$ cat src/rtl/qdec_pkg.sv
package qdec_pkg;

    typedef enum logic [1:0] {
        MODE_PULSE_DIR = 2'b00,
        MODE_QUAD_X1   = 2'b01,
        MODE_QUAD_X2   = 2'b10,
        MODE_QUAD_X4   = 2'b11
    } count_mode_e;

    typedef enum logic [2:0] {
        ST_WAIT = 3'd0,
        ST_P00  = 3'd1,
        ST_P10  = 3'd2,
        ST_P11  = 3'd3,
        ST_P01  = 3'd4
    } phase_state_e;

    typedef enum logic [1:0] {
        TR_NONE = 2'd0,
        TR_A    = 2'd1,
        TR_B    = 2'd2,
        TR_BOTH = 2'd3
    } trans_e;

    // Map a sampled (A,B) pair onto its tracking state.
    function automatic phase_state_e phase_of(input logic a, input logic b);
        phase_state_e p;
        case ({a, b})
            2'b00:   p = ST_P00;
            2'b10:   p = ST_P10;
            2'b11:   p = ST_P11;
            default: p = ST_P01;
        endcase
        return p;
    endfunction

endpackage

$ cat src/rtl/qdec_sync.sv
module qdec_sync #(
    parameter int WIDTH  = 2,
    parameter int STAGES = 2
) (
    input  logic             clk,
    input  logic             rst_n,
    input  logic [WIDTH-1:0] din,
    output logic [WIDTH-1:0] dout
);

    localparam int LAST = STAGES - 1;

    logic [STAGES-1:0][WIDTH-1:0] pipe;

    generate
        if (STAGES == 1) begin : g_single
            always_ff @(posedge clk or negedge rst_n) begin
                if (!rst_n) pipe <= '0;
                else        pipe <= din;
            end
        end else begin : g_chain
            always_ff @(posedge clk or negedge rst_n) begin
                if (!rst_n) pipe <= '0;
                else        pipe <= {pipe[STAGES-2:0], din};
            end
        end
    endgenerate

    assign dout = pipe[LAST];

endmodule

$ cat src/rtl/qdec_phase_fsm.sv
module qdec_phase_fsm
    import qdec_pkg::*;
(
    input  logic   clk,
    input  logic   rst_n,
    input  logic   cur_a,
    input  logic   cur_b,
    output trans_e trans
);

    phase_state_e state, state_nxt;
    logic         prev_a, prev_b, tracked;

    // State register: always follows the newest sample.
    always_ff @(posedge clk or negedge rst_n) begin
        if (!rst_n) state <= ST_WAIT;
        else        state <= state_nxt;
    end

    always_comb begin
        state_nxt = phase_of(cur_a, cur_b);
    end

    // Output process: classify the step from the held phase to the sample.
    always_comb begin
        prev_a  = 1'b0;
        prev_b  = 1'b0;
        tracked = 1'b1;
        unique case (state)
            ST_WAIT: tracked = 1'b0;
            ST_P00:  begin prev_a = 1'b0; prev_b = 1'b0; end
            ST_P10:  begin prev_a = 1'b1; prev_b = 1'b0; end
            ST_P11:  begin prev_a = 1'b1; prev_b = 1'b1; end
            ST_P01:  begin prev_a = 1'b0; prev_b = 1'b1; end
            default: tracked = 1'b0;
        endcase

        if (!tracked) begin
            trans = TR_NONE;
        end else begin
            case ({cur_a ^ prev_a, cur_b ^ prev_b})
                2'b10:   trans = TR_A;
                2'b01:   trans = TR_B;
                2'b11:   trans = TR_BOTH;
                default: trans = TR_NONE;
            endcase
        end
    end

endmodule

$ cat src/rtl/qdec_event.sv
module qdec_event
    import qdec_pkg::*;
(
    input  logic        clk,
    input  logic        rst_n,
    input  count_mode_e mode,
    input  logic        enable,
    input  logic        err_clear,
    input  logic        cur_a,
    input  logic        cur_b,
    input  trans_e      trans,
    output logic        count_pulse,
    output logic        count_up,
    output logic        noise_err
);

    logic hit, dir, bad;
    logic dir_from_a, dir_from_b;

    // Forward order is 00,10,11,01: an A step is forward when A now differs
    // from B, a B step is forward when B now equals A.
    assign dir_from_a = cur_a ^ cur_b;
    assign dir_from_b = ~(cur_a ^ cur_b);

    always_comb begin
        hit = 1'b0;
        dir = count_up;
        bad = 1'b0;
        if (enable) begin
            unique case (mode)
                MODE_PULSE_DIR: begin
                    if ((trans == TR_A || trans == TR_BOTH) && cur_a) begin
                        hit = 1'b1;
                        dir = cur_b;
                    end
                end
                MODE_QUAD_X1: begin
                    if (trans == TR_A && !cur_b) begin
                        hit = 1'b1;
                        dir = dir_from_a;
                    end
                    bad = (trans == TR_BOTH);
                end
                MODE_QUAD_X2: begin
                    if (trans == TR_A) begin
                        hit = 1'b1;
                        dir = dir_from_a;
                    end
                    bad = (trans == TR_BOTH);
                end
                MODE_QUAD_X4: begin
                    if (trans == TR_A) begin
                        hit = 1'b1;
                        dir = dir_from_a;
                    end else if (trans == TR_B) begin
                        hit = 1'b1;
                        dir = dir_from_b;
                    end
                    bad = (trans == TR_BOTH);
                end
                default: ;
            endcase
        end
    end

    always_ff @(posedge clk or negedge rst_n) begin
        if (!rst_n) begin
            count_pulse <= 1'b0;
            count_up    <= 1'b1;
            noise_err   <= 1'b0;
        end else begin
            count_pulse <= hit;
            if (hit) count_up <= dir;
            noise_err <= bad | (noise_err & ~err_clear);
        end
    end

endmodule

$ cat src/rtl/quad_count_decoder.sv
module quad_count_decoder
    import qdec_pkg::*;
#(
    parameter int SYNC_STAGES = 2
) (
    input  logic       clk,
    input  logic       rst_n,
    input  logic [1:0] mode_sel,
    input  logic       in_enable,
    input  logic       err_clear,
    input  logic       line_a,
    input  logic       line_b,
    output logic       count_pulse,
    output logic       count_up,
    output logic       noise_err
);

    localparam int LINES = 2;

    logic [LINES-1:0] synced;
    trans_e           trans;

    qdec_sync #(
        .WIDTH (LINES),
        .STAGES(SYNC_STAGES)
    ) u_sync (
        .clk  (clk),
        .rst_n(rst_n),
        .din  ({line_a, line_b}),
        .dout (synced)
    );

    qdec_phase_fsm u_fsm (
        .clk  (clk),
        .rst_n(rst_n),
        .cur_a(synced[1]),
        .cur_b(synced[0]),
        .trans(trans)
    );

    qdec_event u_event (
        .clk        (clk),
        .rst_n      (rst_n),
        .mode       (count_mode_e'(mode_sel)),
        .enable     (in_enable),
        .err_clear  (err_clear),
        .cur_a      (synced[1]),
        .cur_b      (synced[0]),
        .trans      (trans),
        .count_pulse(count_pulse),
        .count_up   (count_up),
        .noise_err  (noise_err)
    );

endmodule

$ cat config.mk
export PLATFORM = sky130hd
export DESIGN_NAME = quad_count_decoder
export DESIGN_NICKNAME = d
export VERILOG_FILES = /design/src/rtl/qdec_pkg.sv /design/src/rtl/qdec_sync.sv /design/src/rtl/qdec_phase_fsm.sv /design/src/rtl/qdec_event.sv /design/src/rtl/quad_count_decoder.sv
export SDC_FILE = /design/constraint.sdc
export NUM_CORES = 1
export LEC_CHECK = 0
export BUFFER_PORTS_ARGS = -buffer_cell sky130_fd_sc_hd__buf_4
export CAP_MARGIN = 15
export CORE_MARGIN = 1
export CORE_UTILIZATION = 31
export CTS_CLUSTER_DIAMETER = 30
export DETAILED_ROUTE_END_ITERATION = 10
export PLACE_DENSITY = 0.48
export SYNTH_ARGS = -nofsm -noshare
export SYNTH_HDL_FRONTEND = slang
export SYNTH_SLANG_ARGS = --single-unit
export TNS_END_PERCENT = 20
$ cat constraint.sdc
create_clock -name clk -period 4.07 [get_ports clk]
set_input_delay 0.814 -clock clk [delete_from_list [all_inputs] [get_ports clk]]
set_output_delay 0.814 -clock clk [all_outputs]
set_load 0.01 [all_outputs]
Yosys cells after proc, flatten, opt, wreduce, memory -nomap -nowiden
Index checks and enable logic that the tools add are counted.
{ "word_totals": {"register_bits": 10, "in_bits": 8, "out_inout_bits": 3, "wordCells": 64} }
{ "classes": {"n_eq_ne": 19, "muxes": 21, "n_bitwise": 7, "reduce_logical": 11} }
{ "ops": {"columns": ["operator", "count"], "rows": [
  ["2-bit == test (second input constant)", 8],
  ["1-bit two-way mux", 16],
  ["3-bit case mux with 3 select lines", 1],
  ["1-bit case mux with 4 select lines", 2],
  ["2-bit by 1-bit == test with 1-bit output (second input constant)", 3],
  ["3-bit by 2-bit == test with 1-bit output (second input constant)", 2],
  ["2-bit by 1-bit != test with 1-bit output (second input constant)", 3],
  ["2-bit case mux with 3 select lines", 1],
  ["6-bit AND reduction", 1],
  ["2-bit zero test", 2],
  ["2-bit OR reduction", 2],
  ["4-bit OR reduction", 1],
  ["3-bit by 1-bit == test with 1-bit output (second input constant)", 1],
  ["3-bit == test (second input constant)", 1],
  ["3-bit by 1-bit != test with 1-bit output (second input constant)", 1],
  ["3-bit OR reduction", 1],
  ["1-bit XOR", 3],
  ["1-bit logical AND", 2],
  ["2-bit two-way mux", 1],
  ["1-bit NOT", 2],
  ["1-bit AND", 1],
  ["1-bit zero test", 1],
  ["1-bit logical OR", 1],
  ["1-bit OR", 1]
]} }

Logic depth before layout (Yosys ltp)
Gate-level depths: netlist of the first run.
{ "depth": {"depth_word": 14, "depth_mapped": 10, "depth_no_buf": 10} }

By module
A second synthesis of the first run with hierarchy kept.
{ "unflattened": {"hier_cells": 61, "area_unflattened_um2": 638.1} }
{ "by_module_without_submodules": {"columns": ["module", "n_inst", "cells_each", "area_each_um2", "seq_area_each_um2"], "rows": [
  ["qdec_event", 1, 37, 314.1, 76.3],
  ["qdec_phase_fsm", 1, 18, 209.0, 75.1],
  ["qdec_sync", 1, 6, 115.1, 100.1]
]} }

Worst setup path after synthesis of the first run
OpenSTA, ideal clock, no wires.
{ "synth_path": {"kind": "register to register", "from": "register u_fsm.state[0]", "to": "register u_event.count_up", "setup_time_ps": 85, "arrival_time_ps": 2070, "required_time_ps": 3985, "slack_ps": 1915, "stages_incl_launch_ff": 9, "n_path_buf": 0, "period_less_slack_ps": 2155, "cell_sequence": "dfrtp_1 xnor2_1 or3_4 o21ai_0 ha_1 a32oi_1 a221oi_2 o2111ai_1 mux2_1"} }
{ "synth_between": {"elab_chain_len": 14, "elab_cells_between_ends": 37, "cone_classes": "14 x eq/ne; 14 x mux; 2 x bitwise; 7 x reduce/logical"} }
{ "synth_rtl": {"columns": ["item", "line_no", "source"], "rows": [
  ["from (decl)", "qdec_phase_fsm.sv:11", "phase_state_e state, state_nxt;"],
  ["from (signal assigned)", "qdec_phase_fsm.sv:17", "else state <= state_nxt;"],
  ["3-bit by 2-bit == test with 1-bit output or 3-bit == test (tied branches)", "qdec_phase_fsm.sv:29", "unique case (state)"],
  ["2-bit OR reduction (no source line)", null, null],
  ["1-bit two-way mux", "qdec_phase_fsm.sv:29", null],
  ["1-bit XOR", "qdec_phase_fsm.sv:41", "case ({cur_a ^ prev_a, cur_b ^ prev_b})"],
  ["2-bit == test or 2-bit by 1-bit == test with 1-bit output (tied branches)", "qdec_phase_fsm.sv:41", null],
  ["2-bit case mux with 3 select lines", "qdec_phase_fsm.sv:41", null],
  ["2-bit two-way mux *", "qdec_phase_fsm.sv:38", "if (!tracked) begin"],
  ["2-bit by 1-bit == test with 1-bit output or 2-bit == test (tied branches)", null, null],
  ["1-bit logical OR", "qdec_event.sv:32", "if ((trans == TR_A || trans == TR_BOTH) && cur_a) begin"],
  ["1-bit logical AND", "qdec_event.sv:32", null],
  ["1-bit two-way mux", "qdec_event.sv:32", null],
  ["1-bit case mux with 4 select lines *", "qdec_event.sv:30", "unique case (mode)"],
  ["1-bit two-way mux *", "qdec_event.sv:29", "if (enable) begin"],
  ["named net u_event.hit", "qdec_event.sv:17", "logic hit, dir, bad;"],
  ["6-bit AND reduction (no source line) *", null, null],
  ["to (signal assigned)", "qdec_event.sv:73", "if (hit) count_up <= dir;"],
  ["to (decl)", "qdec_event.sv:13", "output logic count_up,"]
]} }
Mark *: on every way through the listed nets, which the timed path passes. The rest lies on a longest branch.
A chain may end at the register's enable or synchronous reset.

Worst setup path in the final report of the first run
{ "layout_path": {"from": "register u_fsm.state[2]", "to": "register u_event.count_up"} }
Same word-level chain as after synthesis.

==> results of run 1 <==
-- registers in the layout (all words and copies together) (netlist names) --
signal,flops
u_event.noise_err,1
u_sync.pipe,2
u_fsm.state,3
u_event.count_pulse,1
u_sync.dout,2
u_event.count_up,1
-- where the power goes --
group / internal, mW / total (mW) / switching [mW]
registers: 0.114 / 0.121 / 0.00775
logic: 0.0303 / 0.0607 / 0.0304
clock network: 0.0543 / 0.0864 / 0.0321
total: 0.198 / 0.269 / 0.0702
-- synth_stat cells --
| cell | number | area share, % |
|---|---|---|
| inv_2 | 1 | 0.62 |
| mux2_1 | 1 | 1.9 |
| xor2_1 | 1 | 1.5 |
| nand2_1 | 5 | 3.1 |
| inv_1 | 8 | 5.0 |
| dfstp_2 | 1 | 4.4 |
| nor3_1 | 1 | 0.83 |
| o21a_1 | 1 | 1.3 |
| ha_1 | 11 | 23 |
| o2111ai_1 | 1 | 1.5 |
| nor2_1 | 3 | 1.9 |
| a211oi_1 | 1 | 1.3 |
| clkinv_1 | 1 | 0.62 |
| or3_4 | 1 | 1.9 |
| a221oi_2 | 1 | 2.5 |
| xnor2_1 | 1 | 1.5 |
| o21ai_0 | 2 | 1.7 |
| dfrtp_1 | 9 | 38 |
| nand3b_1 | 1 | 1.3 |
| o22ai_1 | 1 | 1.0 |
| and3_2 | 1 | 1.3 |
| a32oi_1 | 1 | 1.5 |
| a21oi_1 | 4 | 3.3 |
-- final cells by class --
cell class | count | share of cell area, %
Timing Repair Buffer | 10 | 10.1
Inverter | 10 | 5.05
Tap cell | 25 | 4.21
Sequential cell | 10 | 33.8
Multi-Input combinational cell | 38 | 41.9
Clock buffer | 4 | 4.88
-- how the worst max path moves through the flow --
stage,startpoint,slack [ps],end,depth (start not counted)
2_1_floorplan,u_fsm.state[0],1910,u_event.count_up,8
3_5_place_dp,u_fsm.state[2],1680,u_event.count_up,8
5_1_grt,u_fsm.state[2],1530,u_event.count_up,8
4_1_cts,u_fsm.state[2],1660,u_event.count_up,8
3_3_place_gp,u_fsm.state[2],1690,u_event.count_up,8
6_report,u_fsm.state[2],1670,u_event.count_up,8
-- per-layer routing --
layer | global-route usage (%) | wire, um
met1 | 15.3 | 535
met2 | 16.6 | 440
met3 | 7.14 | 66
met4 | 3.53 | 0
met5 | 0 | 0
-- cells by family after synthesis --
group | share of synthesized area [%]
compound gates | 14.0
flops | 41.9
buf+inv | 6.25
mux | 1.87
simple gates | 10.2
xor+xnor | 2.92
fa+ha+maj | 22.9
-- worst max-delay path: stages (launching register included) --
cell and delay, ps:
dfrtp_1 430, xnor2_1 150, or3_4 350, o21ai_0 170, ha_1 300, a32oi_1 130, a221oi_2 290, o2111ai_1 170
mux2_1 340
==> results.md, run 1 <==
* Layout cells sized above 1 at 26.4%
* R2r startpoint: u_fsm.state[2]
* TritonRoute pass-1 iters at 2
* WL/cell at 10.7 um
* Arrival @ worst endpoint at 2590 ps
* HP Class: reg -> reg
* CP Capture Type: flop
* I/O Pins at 11
* Hold_ws at 348 ps
* Die footprint at 2120 um2
* Root Driver: clkbuf_4
* Sequential-to-total area share from yosys stat at 41.9%
* First-pass GRT wire length at 1680 um
* Height of the die at 46.0 um
* Mapped Cells at 58
* Count of different cell masters after synthesis at 23
* DR vias/cell at 4.31
* Post-route antenna net violation count at 0
* Max Cap Viol at 0
* FP Rows at 15
* Final Setup Violations at 0
* Hold buffer count at CTS at 0
* CTS-repair resized insts at 0
* Drc violations at 0
* Post-layout nets at 92
* CP Data Required Time at 4260 ps
* TritonCTS clock tree: done
* Total power draw at 0.269 mW
* Die Width at 46.0 um
* Largest net degree at the start of global routing at 11
* Leakage power at 0.371 nW
* Port Buffers at 10
* Sequential cell area at 251 um2
* Worst slack at placement at 1680 ps
* Mean Syn Cell Area at 10.4 um2
* Worst Tran Pin Value at 376 ps
* R2R setup slack at 1670 ps
* Final wirelength at 1040 um
* WHS Path Cells at 0
* Count of pins over their slew limit at 0
* Initial antenna violation count at 0
* Commonest non-fill, non-tap cell in the layout: ha_1
* Core ar. at 1760 um2
* Synth Register Bits at 10
* Finished Core Util at 42.1%
* Diodes inserted at 0
* CP Class: reg -> reg
* DP Area at 707 um2
* Synthesized cell area at 601 um2
* Status: complete, no violations
* Slew HR at 74.7%
* Filler-free cell count of the finished design at 97
* Via count of the routed design at 418
* FILL cells at 192
* Crit-path max FO at 5
* FF-to-FF path depth at 8
* Hold Fails Final Rpt at 0
* Starting Density at 34.0%
* Placed cells at 93
* GR Util All Layers at 11.9%
* Postcts setup bufs at 0
* Clock latency on the worst-skew pair at 260 ps
* Hold Startpoint: u_sync.pipe[1]
* Worst ir drop on vdd at 0.261 mV
* Most frequent cells in the layout: 11 x ha_1, 10 x buf_4, 9 x dfrtp_1
* CTS Buffer Depth at 2
* Ys Warns at 0
* H-tree depth at 1
* Iter 0 DRT Violations at 1
* Area delta synth->final at 23.8%
* Clock skew at 1.61 ps
* RSZ-0062 raised after global routing: no
* Fin crit period at 2400 ps
* Post-DP HPWL at 840 um
* Design area at 743 um2
* Synthesized Nets at 77
* Pwr Density at 361 nW/um2
* FMAX at 0.416 GHz
* Worst min-delay path endpoint: u_sync.dout[1]
* CTS buffer count at 3
* Setup_tns at 0 ps
* Worst r2r dst: u_event.count_up
* Gpl congestion at 0.742
* Clock sinks at 10
* Clock slew at reported path FFs at 60 ps
* GRT overflow at 0
* Multi-input gate area at 312 um2
* Final setup margin at 1670 ps
* Final worst-path cycle share at 59.0%
* Worst setup SP type: flop
* Vias in the first global route at 412
Note: power is estimated with default switching activity, not from simulation.
==> run 2: changes to the inputs <==
==> constraint.sdc (replaced) <==
create_clock -name clk -period 2.43 [get_ports clk]
set_input_delay 0.486 -clock clk [delete_from_list [all_inputs] [get_ports clk]]
set_output_delay 0.486 -clock clk [all_outputs]
set_load 0.01 [all_outputs]
==> results.md, run 2 (synthesis results as in run 1) <==
* Iter 0 DRT Violations at 3
* Drc violations at 0
* Vias in the first global route at 463
* Sequential power share at 44.7%
* Count of pins over their slew limit at 0
* Layout cells sized above 1 at 29.2%
* Post-layout nets at 92
* CP delay by family, top: compound AO/OA/AOI/OAI gates
* CP Class: reg -> reg
* First-pass GRT wire length at 1900 um
* Biggest register: u_fsm.state
* Max stage delay on crit path at 430 ps
* Most frequent cells in the layout: 10 x ha_1, 10 x buf_4, 9 x dfrtp_1
* Initial antenna violation count at 0
* FP Rows at 15
* Height of the die at 46.0 um
* CP Capture Type: flop
* CP max stage cell: dfrtp_1
* H-tree depth at 1
* CP Buf/Inv Count at 1
* Die footprint at 2120 um2
* Clock skew at 2.03 ps
* Max reg flops at 3
* TritonRoute pass-1 iters at 4
* Hold_ws at 31.4 ps
* Root Driver: clkbuf_4
* Comb power frac at 22.6%
* Clock latency on the worst-skew pair at 260 ps
* Worst Tran Pin Value at 238 ps
* Post-route antenna net violation count at 0
* Placed cells at 93
* Fin crit period at 2280 ps
* Final worst-path cycle share at 93.7%
* Switch share at 27.0%
* FMAX at 0.439 GHz
* CTS Buffer Depth at 2
* GR Util All Layers at 13.1%
* Worst setup SP type: flop
* Total net switching power at 0.123 mW
* Starting Density at 34.0%
* GRT overflow at 0
* Cells along the critical path: xnor2_1, or3_4, o21ai_2, ha_2, inv_1, a32oi_1, a221oi_2, o2111ai_1, mux2_1
* Final wirelength at 1110 um
* Via count of the routed design at 466
* Final Setup Violations at 0
* Crit-path max FO at 4
* I/O Pins at 11
* Worst ir drop on vdd at 0.505 mV
* Port Buffers at 10
* P_int at 0.334 mW
* Area delta synth->final at 24.8%
* Setup_tns at 0 ps
* Postcts setup bufs at 0
* CP Data Required Time at 2620 ps
* Pwr Density at 610 nW/um2
* HP Class: in -> async
* Core ar. at 1760 um2
* Filler-free cell count of the finished design at 97
* WL/cell at 11.5 um
* Clock sinks at 10
* Max Cap Viol at 0
* Die Width at 46.0 um
* Diodes inserted at 0
* Slew HR at 84.0%
* Arrival @ worst endpoint at 2470 ps
* Status: complete, no violations
* Hold Fails Final Rpt at 0
* Largest net degree at the start of global routing at 11
* CTS buffer count at 3
* Leakage power at 0.371 nW
* Clock slew at reported path FFs at 70 ps
* Post-DP HPWL at 869 um
* Gpl congestion at 0.743
* Clk pwr share at 32.7%
* TritonCTS clock tree: done
* DR vias/cell at 4.80
## run 2: changes by cell type in the layout (fill, tap and decap cells not counted)
cell | before | now
o21ai_0 | 2 | 1
ha_1 | 11 | 10
ha_2 | 0 | 1
o21ai_2 | 0 | 1
## run 2: worst paths after layout
kind / from / endpoint / slack, ps / cells past startpoint
min in group clk: line_a / u_sync.pipe[1] / 320 / 1
max in group asynchronous: rst_n / u_event.count_up / 2180 / 1
hold reg to reg: u_sync.pipe[1] / u_sync.dout[1] / 350 / 0
hold / removal: rst_n / u_fsm.state[1] / 30 / 1
setup reg to reg: u_fsm.state[2] / u_event.count_up / 150 / 9
setup / recovery: u_fsm.state[2] / u_event.count_up / 150 / 9
## run 2: power by group through the flow
stage                     Sequential, mW  Clock [mW]  Combinational, mW
final                              0.204       0.149              0.104
after global routing               0.207       0.167              0.117
after CTS                          0.204       0.154              0.102
after detailed placement           0.207           0              0.102
after global placement             0.207           0              0.101
after floorplan                    0.210           0             0.0548
## run 2: stage by stage
| stage | power [mW] | util [%] | worst slack [ps] | instance area, um2 |
|---|---|---|---|---|
| floorplan | 0.265 | - | 275 | 601 |
| global placement | 0.308 | 40.1 | 112 | 707 |
| detailed placement | 0.309 | 40.1 | 71.5 | 707 |
| CTS | 0.461 | 42.1 | 64.0 | 743 |
| global route | 0.491 | 42.5 | -4.09 | 749 |
| finish | 0.457 | 42.5 | 152 | 749 |
## run 2: area by class of cell
class	count	area [um2]
repair buffers	10	75.1
fillers	183	1010
well taps	25	31.3
inverters	10	37.5
clock buffers	4	36.3
flip-flops and latches	10	251
multi-input cells	38	318
## run 2: what timing repair did
action | CTS | global route
setup endpoints to repair | 0 | 1
endpoints found under the hold margin | 0 | 0
gates resized for setup | 0 | 3
hold buffers | 0 | 0
## run 2: per-layer routing
metal / track usage, % / wire length [um]
met1: 16.1 / 475
met2: 20.6 / 549
met3: 5.95 / 76
met4: 3.53 / 10
met5: 0 / 0
